<file path="src/rtl/sar_seq_pkg.sv">
package sar_seq_pkg;
  localparam int unsigned RES_W_DEF     = 10;
  localparam int unsigned CH_W_DEF      = 3;
  localparam int unsigned DIV_W_DEF     = 2;
  localparam int unsigned BASE_LOG2_DEF = 2;

  typedef enum logic [0:0] {
    SEQ_IDLE = 1'b0,
    SEQ_CONV = 1'b1
  } seq_state_t;
endpackage

</file>
<file path="src/rtl/sar_seq_prescale.sv">
module sar_seq_prescale #(
  parameter int unsigned DIV_W     = 2,
  parameter int unsigned BASE_LOG2 = 2
) (
  input  logic             clk,
  input  logic             rst,
  input  logic             run,
  input  logic             reload,
  input  logic [DIV_W-1:0] div_sel,
  output logic             tick
);
  localparam int unsigned NUM_RATIO = 1 << DIV_W;
  localparam int unsigned MAX_LOG2  = BASE_LOG2 + NUM_RATIO - 1;
  localparam int unsigned CNT_W     = MAX_LOG2;

  logic [CNT_W-1:0] lim_tab [NUM_RATIO];
  logic [CNT_W-1:0] cnt_q;
  logic [DIV_W-1:0] div_q;

  // terminal count per ratio: (2^(BASE_LOG2+g)) - 1
  for (genvar g = 0; g < NUM_RATIO; g++) begin : g_lim
    assign lim_tab[g] = {CNT_W{1'b1}} >> (MAX_LOG2 - BASE_LOG2 - g);
  end

  assign tick = run && (cnt_q == lim_tab[div_q]);

  always_ff @(posedge clk) begin
    if (rst) begin
      cnt_q <= '0;
      div_q <= '0;
    end else if (reload) begin
      cnt_q <= '0;
      div_q <= div_sel;
    end else if (tick) begin
      cnt_q <= '0;
    end else if (run) begin
      cnt_q <= cnt_q + 1'b1;
    end
  end
endmodule

</file>
<file path="src/rtl/sar_seq_search.sv">
module sar_seq_search #(
  parameter int unsigned RES_W = 10
) (
  input  logic             clk,
  input  logic             rst,
  input  logic             load,
  input  logic             clear,
  input  logic             step,
  input  logic             cmp_hit,
  output logic [RES_W-1:0] code,
  output logic             last,
  output logic [RES_W-1:0] final_code
);
  localparam logic [RES_W-1:0] TOP_BIT = {1'b1, {(RES_W-1){1'b0}}};

  logic [RES_W-1:0] code_q;
  logic [RES_W-1:0] mask_q;
  logic [RES_W-1:0] decided;

  // per-bit decision: the bit under trial follows the comparator
  for (genvar b = 0; b < RES_W; b++) begin : g_bit
    assign decided[b] = mask_q[b] ? cmp_hit : code_q[b];
  end

  assign code       = code_q;
  assign last       = step && mask_q[0];
  assign final_code = decided;

  always_ff @(posedge clk) begin
    if (rst) begin
      code_q <= '0;
      mask_q <= '0;
    end else if (load) begin
      code_q <= TOP_BIT;
      mask_q <= TOP_BIT;
    end else if (clear) begin
      code_q <= '0;
      mask_q <= '0;
    end else if (step) begin
      code_q <= decided | (mask_q >> 1);
      mask_q <= mask_q >> 1;
    end
  end
endmodule

</file>
<file path="src/rtl/sar_seq_report.sv">
module sar_seq_report #(
  parameter int unsigned RES_W = 10
) (
  input  logic             clk,
  input  logic             rst,
  input  logic             done,
  input  logic [RES_W-1:0] final_code,
  input  logic             irq_clr,
  output logic [RES_W-1:0] result,
  output logic             irq
);
  always_ff @(posedge clk) begin
    if (rst) begin
      result <= '0;
    end else if (done) begin
      result <= final_code;
    end
  end

  always_ff @(posedge clk) begin
    if (rst) begin
      irq <= 1'b0;
    end else if (done) begin
      irq <= 1'b1;
    end else if (irq_clr) begin
      irq <= 1'b0;
    end
  end
endmodule

</file>
<file path="src/rtl/sar_seq_ctrl.sv">
module sar_seq_ctrl
  import sar_seq_pkg::*;
#(
  parameter int unsigned RES_W     = RES_W_DEF,
  parameter int unsigned CH_W      = CH_W_DEF,
  parameter int unsigned DIV_W     = DIV_W_DEF,
  parameter int unsigned BASE_LOG2 = BASE_LOG2_DEF
) (
  input  logic             clk,
  input  logic             rst,
  input  logic [CH_W-1:0]  cfg_chan,
  input  logic [DIV_W-1:0] cfg_div,
  input  logic             cfg_cont,
  input  logic             sw_start,
  input  logic             trig_start,
  input  logic             irq_clr,
  input  logic             cmp_in,
  output logic [RES_W-1:0] dac_code,
  output logic [CH_W-1:0]  mux_sel,
  output logic             busy,
  output logic [RES_W-1:0] result,
  output logic             irq
);
  seq_state_t       state_q;
  logic [CH_W-1:0]  chan_q;
  logic             start_ok;
  logic             tick;
  logic             step;
  logic             conv_done;
  logic             rearm;
  logic             halt;
  logic             load;
  logic [RES_W-1:0] final_code;

  assign start_ok = (state_q == SEQ_IDLE) && (sw_start || trig_start);
  assign step     = tick && (state_q == SEQ_CONV);
  assign rearm    = conv_done && cfg_cont;
  assign halt     = conv_done && !cfg_cont;
  assign load     = start_ok || rearm;

  always_ff @(posedge clk) begin
    if (rst) begin
      state_q <= SEQ_IDLE;
    end else if (start_ok) begin
      state_q <= SEQ_CONV;
    end else if (halt) begin
      state_q <= SEQ_IDLE;
    end
  end

  always_ff @(posedge clk) begin
    if (rst) begin
      chan_q <= '0;
    end else if (load) begin
      chan_q <= cfg_chan;
    end
  end

  sar_seq_prescale #(
    .DIV_W     (DIV_W),
    .BASE_LOG2 (BASE_LOG2)
  ) u_prescale (
    .clk     (clk),
    .rst     (rst),
    .run     (state_q == SEQ_CONV),
    .reload  (load),
    .div_sel (cfg_div),
    .tick    (tick)
  );

  sar_seq_search #(
    .RES_W (RES_W)
  ) u_search (
    .clk        (clk),
    .rst        (rst),
    .load       (load),
    .clear      (halt),
    .step       (step),
    .cmp_hit    (cmp_in),
    .code       (dac_code),
    .last       (conv_done),
    .final_code (final_code)
  );

  sar_seq_report #(
    .RES_W (RES_W)
  ) u_report (
    .clk        (clk),
    .rst        (rst),
    .done       (conv_done),
    .final_code (final_code),
    .irq_clr    (irq_clr),
    .result     (result),
    .irq        (irq)
  );

  assign mux_sel = chan_q;
  assign busy    = (state_q == SEQ_CONV);
endmodule

</file>
<file path="config.mk">
export PLATFORM = sky130hd
export DESIGN_NAME = sar_seq_ctrl
export DESIGN_NICKNAME = d
export VERILOG_FILES = /design/src/rtl/sar_seq_pkg.sv /design/src/rtl/sar_seq_prescale.sv /design/src/rtl/sar_seq_search.sv /design/src/rtl/sar_seq_report.sv /design/src/rtl/sar_seq_ctrl.sv
export SDC_FILE = /design/constraint.sdc
export NUM_CORES = 1
export LEC_CHECK = 0
export CAP_MARGIN = 10
export CELL_PAD_IN_SITES_DETAIL_PLACEMENT = 1
export CELL_PAD_IN_SITES_GLOBAL_PLACEMENT = 1
export CORE_MARGIN = 4
export CORE_UTILIZATION = 25
export CTS_CLUSTER_DIAMETER = 120
export CTS_CLUSTER_SIZE = 40
export DETAILED_ROUTE_END_ITERATION = 8
export MAX_ROUTING_LAYER = met4
export PLACE_DENSITY_LB_ADDON = 0.1
export SLEW_MARGIN = 15
export SYNTH_ARGS = -nofsm -noshare
export SYNTH_HDL_FRONTEND = slang
export SYNTH_HIERARCHICAL = 1
export SYNTH_SLANG_ARGS = --single-unit
</file>
<file path="constraint.sdc">
create_clock -name clk -period 3 [get_ports clk]
set_clock_uncertainty 0.05 [all_clocks]
set_input_delay 0.45 -clock clk [delete_from_list [all_inputs] [get_ports clk]]
set_output_delay 0.45 -clock clk [all_outputs]
set_load 0.01 [all_outputs]
</file>
==> results.sh, run 1 <==
export IMPL_synth_xor_area_share_pct=1.91
export IMPL_fillCellCount=801
export IMPL_synth_mux_area_share_pct=19.8
export IMPL_setup_tns_ns=0
export IMPL_critical_path_class="flop to flop"
export IMPL_fin_ws_ns=0.361
export IMPL_synth_cells=171
export IMPL_ys_ff_latch=42
export IMPL_num_vias=1400
export IMPL_synth_most_common_cell="dfxtp_1"
export IMPL_synth_edf_count=0
export IMPL_r2r_cells=9
export IMPL_finalMaxSlewViolations=0
export IMPL_synthFlopType="dfxtp_1"
export IMPL_synth_simple_gate_area_share_pct=19.0
export IMPL_grt_pass1_vias=1562
export IMPL_hold_viol=0
export IMPL_yosysWarnings=6
export IMPL_setup_violations=0
export IMPL_worst_pin_slew_ns=0.675
export IMPL_cts_repair_resized=0
export IMPL_grt_overflow=0
export IMPL_cts_tree="yes"
export IMPL_antenna_found_initial=0
export IMPL_hold_start="mux_sel[0]"
export IMPL_htree_levels=2
export IMPL_yosysUniqueCellTypes=38
export IMPL_multi_input_area_um2=936
export IMPL_layout_nets=226
export IMPL_avgSynthCellArea_um2=10.7
export IMPL_dp_cells=302
export IMPL_startpoint_type="flop"
export IMPL_grtUsageTotal_pct=12.2
export IMPL_hold_path_class="flop to flop"
export IMPL_clockBufferDepth=2
export IMPL_critical_path_endpoint_type="flop"
export IMPL_gp_congestion=0.724
export IMPL_avgRoutedWirePerCell_um=15.3
export IMPL_drt_total_wl_um=4720
export IMPL_core_area_um2=6940
export IMPL_drive_gt1_share_pct=19.2
export IMPL_dp_hpwl_um=3490
export IMPL_p_leak_uw=0.000862
export IMPL_instances_no_fill=309
export IMPL_period_minus_slack_ns=2.64
export IMPL_async_flop_share_pct=0
export IMPL_ctsHoldBuffers=0
export IMPL_p_per_area_nw_per_um2=422
export IMPL_status="completed"
export IMPL_first_iter_violations=41
export IMPL_root_buffer="clkbuf_8"
export IMPL_rows=30
export IMPL_layout_area_seq_um2=841
export IMPL_place_worst_setup_slack_ns=0.353
export IMPL_critical_path_arrival_ns=2.82
export IMPL_dieWidth_um=93.7
export IMPL_netlist_area_um2=1840
export IMPL_holdPathStages=2
export IMPL_ios=37
export IMPL_synthAdderAreaFrac_pct=0.682
export IMPL_grt_pass1_wl_um=8220
export IMPL_cts_setup_buffers=0
export IMPL_antenna_diode_count=0
export IMPL_vdd_drop_max_uv=189
export IMPL_ys_seq_area_share_pct=45.8
export IMPL_cts_sinks=42
export IMPL_drcViolationCount=0
export IMPL_path_clk_slew_ns=0.08
export IMPL_grt_max_degree=26
export IMPL_drtPass1Iterations=4
export IMPL_required_ns=3.18
export IMPL_die_h_um=93.7
export IMPL_synth_top_family_by_area="multiplexers"
export IMPL_fin_crit_sh_pct=88.0
export IMPL_crit_fanout=9
export IMPL_vias_per_cell=4.53
export IMPL_slew_headroom_pct=54.8
export IMPL_whs_ns=0.435
export IMPL_timing_fmax_mhz=379
export IMPL_maxCapViolCount=0
export IMPL_die_area_um2=8780
export IMPL_r2r_end="u_search/code[5]"
export IMPL_syn_num_nets=184
export IMPL_rsz0062_at_grt="false"
export IMPL_synth_largest_area_cell="dfxtp_1"
export IMPL_cts_buffers_inserted=5
export IMPL_ant_nets=0
export IMPL_r2r_start="u_prescale/div_q[0]"
export IMPL_synthTopCellsByArea="dfxtp_1 46%, mux2i_1 14%, mux2_2 6.1%"
export IMPL_synth_compound_area_share_pct=9.61
export IMPL_rrSetupSlack_ns=0.36
export IMPL_port_buffers=36
export IMPL_ys_top_cells_by_count="42 x dfxtp_1, 25 x mux2i_1, 23 x nor2_1"
export IMPL_initial_core_util_pct=26.4
export IMPL_synth_top_area_share_pct=45.8
export IMPL_holdPathEnd="mux_sel[0]"
export IMPL_insertion_delay_ns=0.28
export IMPL_syn_to_final_growth_pct=30.2
-- sequential cells by signal (all words and copies together) (netlist names) --
name,cells
busy,1
u_prescale/div_q,2
u_search/mask_q,10
u_prescale/cnt_q,5
u_search/code,10
mux_sel,3
u_report/irq,1
u_report/result,10
-- where the power goes --
group / leakage, µW / total, µW / switching, µW / internal, µW
clock network: 0.0000383 / 346 / 186 / 161
registers: 0.000340 / 574 / 7.78 / 567
logic: 0.000484 / 87.3 / 40.6 / 46.7
-- worst max-delay path by stage --
stage	start	endpoint	slack (ns)	cells after the start
finish	u_prescale/div_q[0]	u_search/code[5]	0.36	9
global route	u_prescale/cnt_q[2]	u_search/code[5]	0.13	9
CTS	u_prescale/cnt_q[2]	u_search/code[5]	0.33	9
detailed placement	u_prescale/cnt_q[2]	u_search/code[3]	0.35	9
global placement	u_prescale/cnt_q[2]	u_search/code[1]	0.42	9
floorplan	busy	u_search/code[9]	0.26	8
-- worst max-delay path, cell delays in order, from the launching register on --
cell       delay [ns]
dfxtp_1          0.40
or2b_1           0.25
a32oi_1          0.17
a211oi_2         0.15
and2_1           0.19
and2_1           0.18
a2bb2oi_4        0.22
inv_1            0.11
nor3_2           0.59
o311a_1          0.28
-- area by class of cell --
cell class	instances	area share [%]
repair buffers	41	16.6
flip-flops and latches	42	35.2
inverters	5	0.785
clock buffers	7	3.19
well taps	96	5.03
multi-input cells	118	39.2
-- metal layers --
layer	part of all wire (%)	wire length [µm]	vias up	GRT usage [%]
met5	0	0	-	-
met1	49	2300	685	16.0
met2	47	2220	19	18.6
met4	1.3	59	0	3.61
li1	-	-	689	-
met3	2.8	132	7	2.96
-- cells by family after synthesis --
family	after synthesis
multiplexers	35
XOR/XNOR	4
AO/OA/AOI/OAI	17
buffers and inverters	11
AND/OR/NAND/NOR	61
flip-flops	42
adder cells (fa/ha/maj)	1
-- placed cells by master (no fill, tap or decap), types with 2 or more instances in the layout --
master | Yosys | final
and2_1 | 2 | 2
buf_4 | 0 | 5
clkbuf_1 | 2 | 2
clkbuf_8 | 0 | 5
clkdlybuf4s50_1 | 0 | 36
dfxtp_1 | 42 | 42
inv_1 | 4 | 4
mux2_2 | 10 | 10
mux2i_1 | 25 | 25
nand2b_1 | 2 | 2
nand4_1 | 2 | 2
nor2_1 | 23 | 23
nor3b_1 | 2 | 2
nor4_1 | 5 | 5
o311a_1 | 9 | 9
or2_2 | 9 | 9
or2b_1 | 2 | 2
or2b_2 | 5 | 5
xnor2_1 | 2 | 2
xor2_1 | 2 | 2
-- stage by stage --
stage	instance area (µm²)	power, µW	utilization [%]
after floorplan	1840	631	-
after global placement	2310	673	33.3
after detailed placement	2310	676	33.3
after CTS	2390	1030	34.4
after global routing	2390	1070	34.4
final	2390	1010	34.4
Power figures use the tool's default switching activity.
==> run 2, diff against run 1 <==
==> constraint.sdc (replaced) <==
create_clock -name clk -period 3.35 [get_ports clk]
set_clock_uncertainty 0.05 [all_clocks]
set_input_delay 0.5025 -clock clk [delete_from_list [all_inputs] [get_ports clk]]
set_output_delay 0.5025 -clock clk [all_outputs]
set_load 0.01 [all_outputs]
==> run 2 against run 1 <==
  * Cell count decreased by 0.32%
  * Worst hold slack worse by 0.0021 ns
  * Clock-buffer cell count down 2
  * Fmax down 6.5%
  * Sequential power is 10% lower
  * Clock power down 11%
  * Total power fell by 11%
==> results.sh, run 2 (synthesized netlist as in run 1, its figures left out) <==
export IMPL_drt_total_wl_um=4720
export IMPL_clockBufferDepth=2
export IMPL_ant_nets=0
export IMPL_first_iter_violations=30
export IMPL_cts_sinks=42
export IMPL_cts_setup_buffers=0
export IMPL_holdPathStages=2
export IMPL_drcViolationCount=0
export IMPL_die_h_um=93.7
export IMPL_antenna_diode_count=0
export IMPL_gp_congestion=0.792
export IMPL_cpMostUsedCell="and2_1"
export IMPL_setup_tns_ns=0
export IMPL_r2r_cells=9
export IMPL_grt_max_degree=29
export IMPL_dieWidth_um=93.7
export IMPL_critical_path_arrival_ns=2.94
export IMPL_setup_violations=0
export IMPL_htree_levels=2
export IMPL_port_buffers=36
export IMPL_crit_family="simple AND/OR/NAND/NOR gates"
export IMPL_cts_buffers_inserted=5
export IMPL_drtPass1Iterations=4
export IMPL_cts_repair_resized=0
export IMPL_path_clk_slew_ns=0.08
export IMPL_timing_fmax_mhz=354
export IMPL_fin_crit_sh_pct=84.3
export IMPL_critical_path_endpoint_type="flop"
export IMPL_die_area_um2=8780
export IMPL_grt_pass1_wl_um=7800
export IMPL_core_area_um2=6940
export IMPL_vias_per_cell=4.46
export IMPL_insertion_delay_ns=0.30
export IMPL_initial_core_util_pct=26.4
export IMPL_root_buffer="clkbuf_8"
export IMPL_hold_path_class="flop to flop"
export IMPL_critical_path_max_stage_delay_ns=0.41
export IMPL_period_minus_slack_ns=2.82
export IMPL_drive_gt1_share_pct=19.8
export IMPL_hold_viol=0
export IMPL_dp_hpwl_um=3570
export IMPL_grt_pass1_vias=1497
export IMPL_critical_path_class="flop to flop"
export IMPL_rsz0062_at_grt="false"
export IMPL_maxCapViolCount=0
export IMPL_worst_pin_slew_ns=0.617
export IMPL_vdd_drop_max_uv=174
export IMPL_avgRoutedWirePerCell_um=15.3
export IMPL_num_vias=1373
export IMPL_cts_tree="yes"
export IMPL_startpoint_type="flop"
export IMPL_layout_commonest_cell="dfxtp_1"
export IMPL_antenna_found_initial=0
export IMPL_required_ns=3.47
export IMPL_syn_to_final_growth_pct=29.9
export IMPL_grtUsageTotal_pct=11.8
export IMPL_final_cell_mix="42 x dfxtp_1, 36 x clkdlybuf4s50_1, 25 x mux2i_1, 23 x nor2_1, 10 x mux2_2"
export IMPL_crit_fanout=12
export IMPL_grt_overflow=0
export IMPL_fillCellCount=769
export IMPL_finalMaxSlewViolations=0
export IMPL_p_leak_uw=0.000863
export IMPL_whs_ns=0.433
export IMPL_crit_chain="and3_2, nand3_1, a211oi_2, and2_1, and2_1, buf_4, nor2b_1, or3_1, nor2_1"
export IMPL_slowest_stage="nor2b_1"
export IMPL_status="completed"
export IMPL_path_depth=9
export IMPL_path_buf_inv=1
export IMPL_p_per_area_nw_per_um2=377
export IMPL_slew_headroom_pct=58.7
export IMPL_ios=37
export IMPL_rows=30
export IMPL_ctsHoldBuffers=0
export IMPL_layout_nets=225
run 2: changes by cell type in the layout (fill, tap and decap cells not counted), sizes merged:
cell	change
clkbuf	-2
clkinv	+2
buf	-1
run 2: cell type report:
cell class                      count  area [µm²]  area share (%)
Multi-Input combinational cell    118         936            39.2
Timing Repair Buffer               40         390            16.4
Tap cell                           96         120            5.04
Clock buffer                        5        68.8            2.89
Sequential cell                    42         841            35.3
Inverter                            5        18.8           0.787
Clock inverter                      2        10.0           0.420
run 2: final timing paths:
path	slack [ns]	end	from
setup reg to reg	0.53	u_search/mask_q[5]	u_prescale/cnt_q[4]
setup / recovery	0.53	u_search/mask_q[5]	u_prescale/cnt_q[4]
hold reg to reg	0.43	mux_sel[0]	mux_sel[0]
hold / removal	0.43	mux_sel[0]	mux_sel[0]
run 2: worst register-to-register path, stage by stage (launching register included):
cell,delay [ns]
dfxtp_1,0.40
and3_2,0.21
nand3_1,0.09
a211oi_2,0.38
and2_1,0.20
and2_1,0.20
buf_4,0.26
nor2b_1,0.41
or3_1,0.39
nor2_1,0.10
run 2: metal layers:
metal  part of all wire (%)  GRT usage, %
met5                      0             -
met4                    1.4          3.97
met3                    2.6          2.96
met2                     50          19.0
met1                     46          14.4
run 2: power by group:
part           internal, µW  switching [µW]  leakage [µW]
registers               508            6.72      0.000340
logic                  40.7            36.3      0.000479
clock network           140             169     0.0000438
total                   688             212      0.000863
run 2: metrics by stage:
step	instance area, µm²	setup slack (ns)	power (µW)	util [%]	cells
after detailed placement	2310	0.504	605	33.2	301
after floorplan	1840	0.613	565	-	171
after global routing	2380	0.197	943	34.3	308
final	2380	0.528	900	34.3	308
after CTS	2380	0.480	915	34.3	308
after global placement	2310	0.597	602	33.2	301
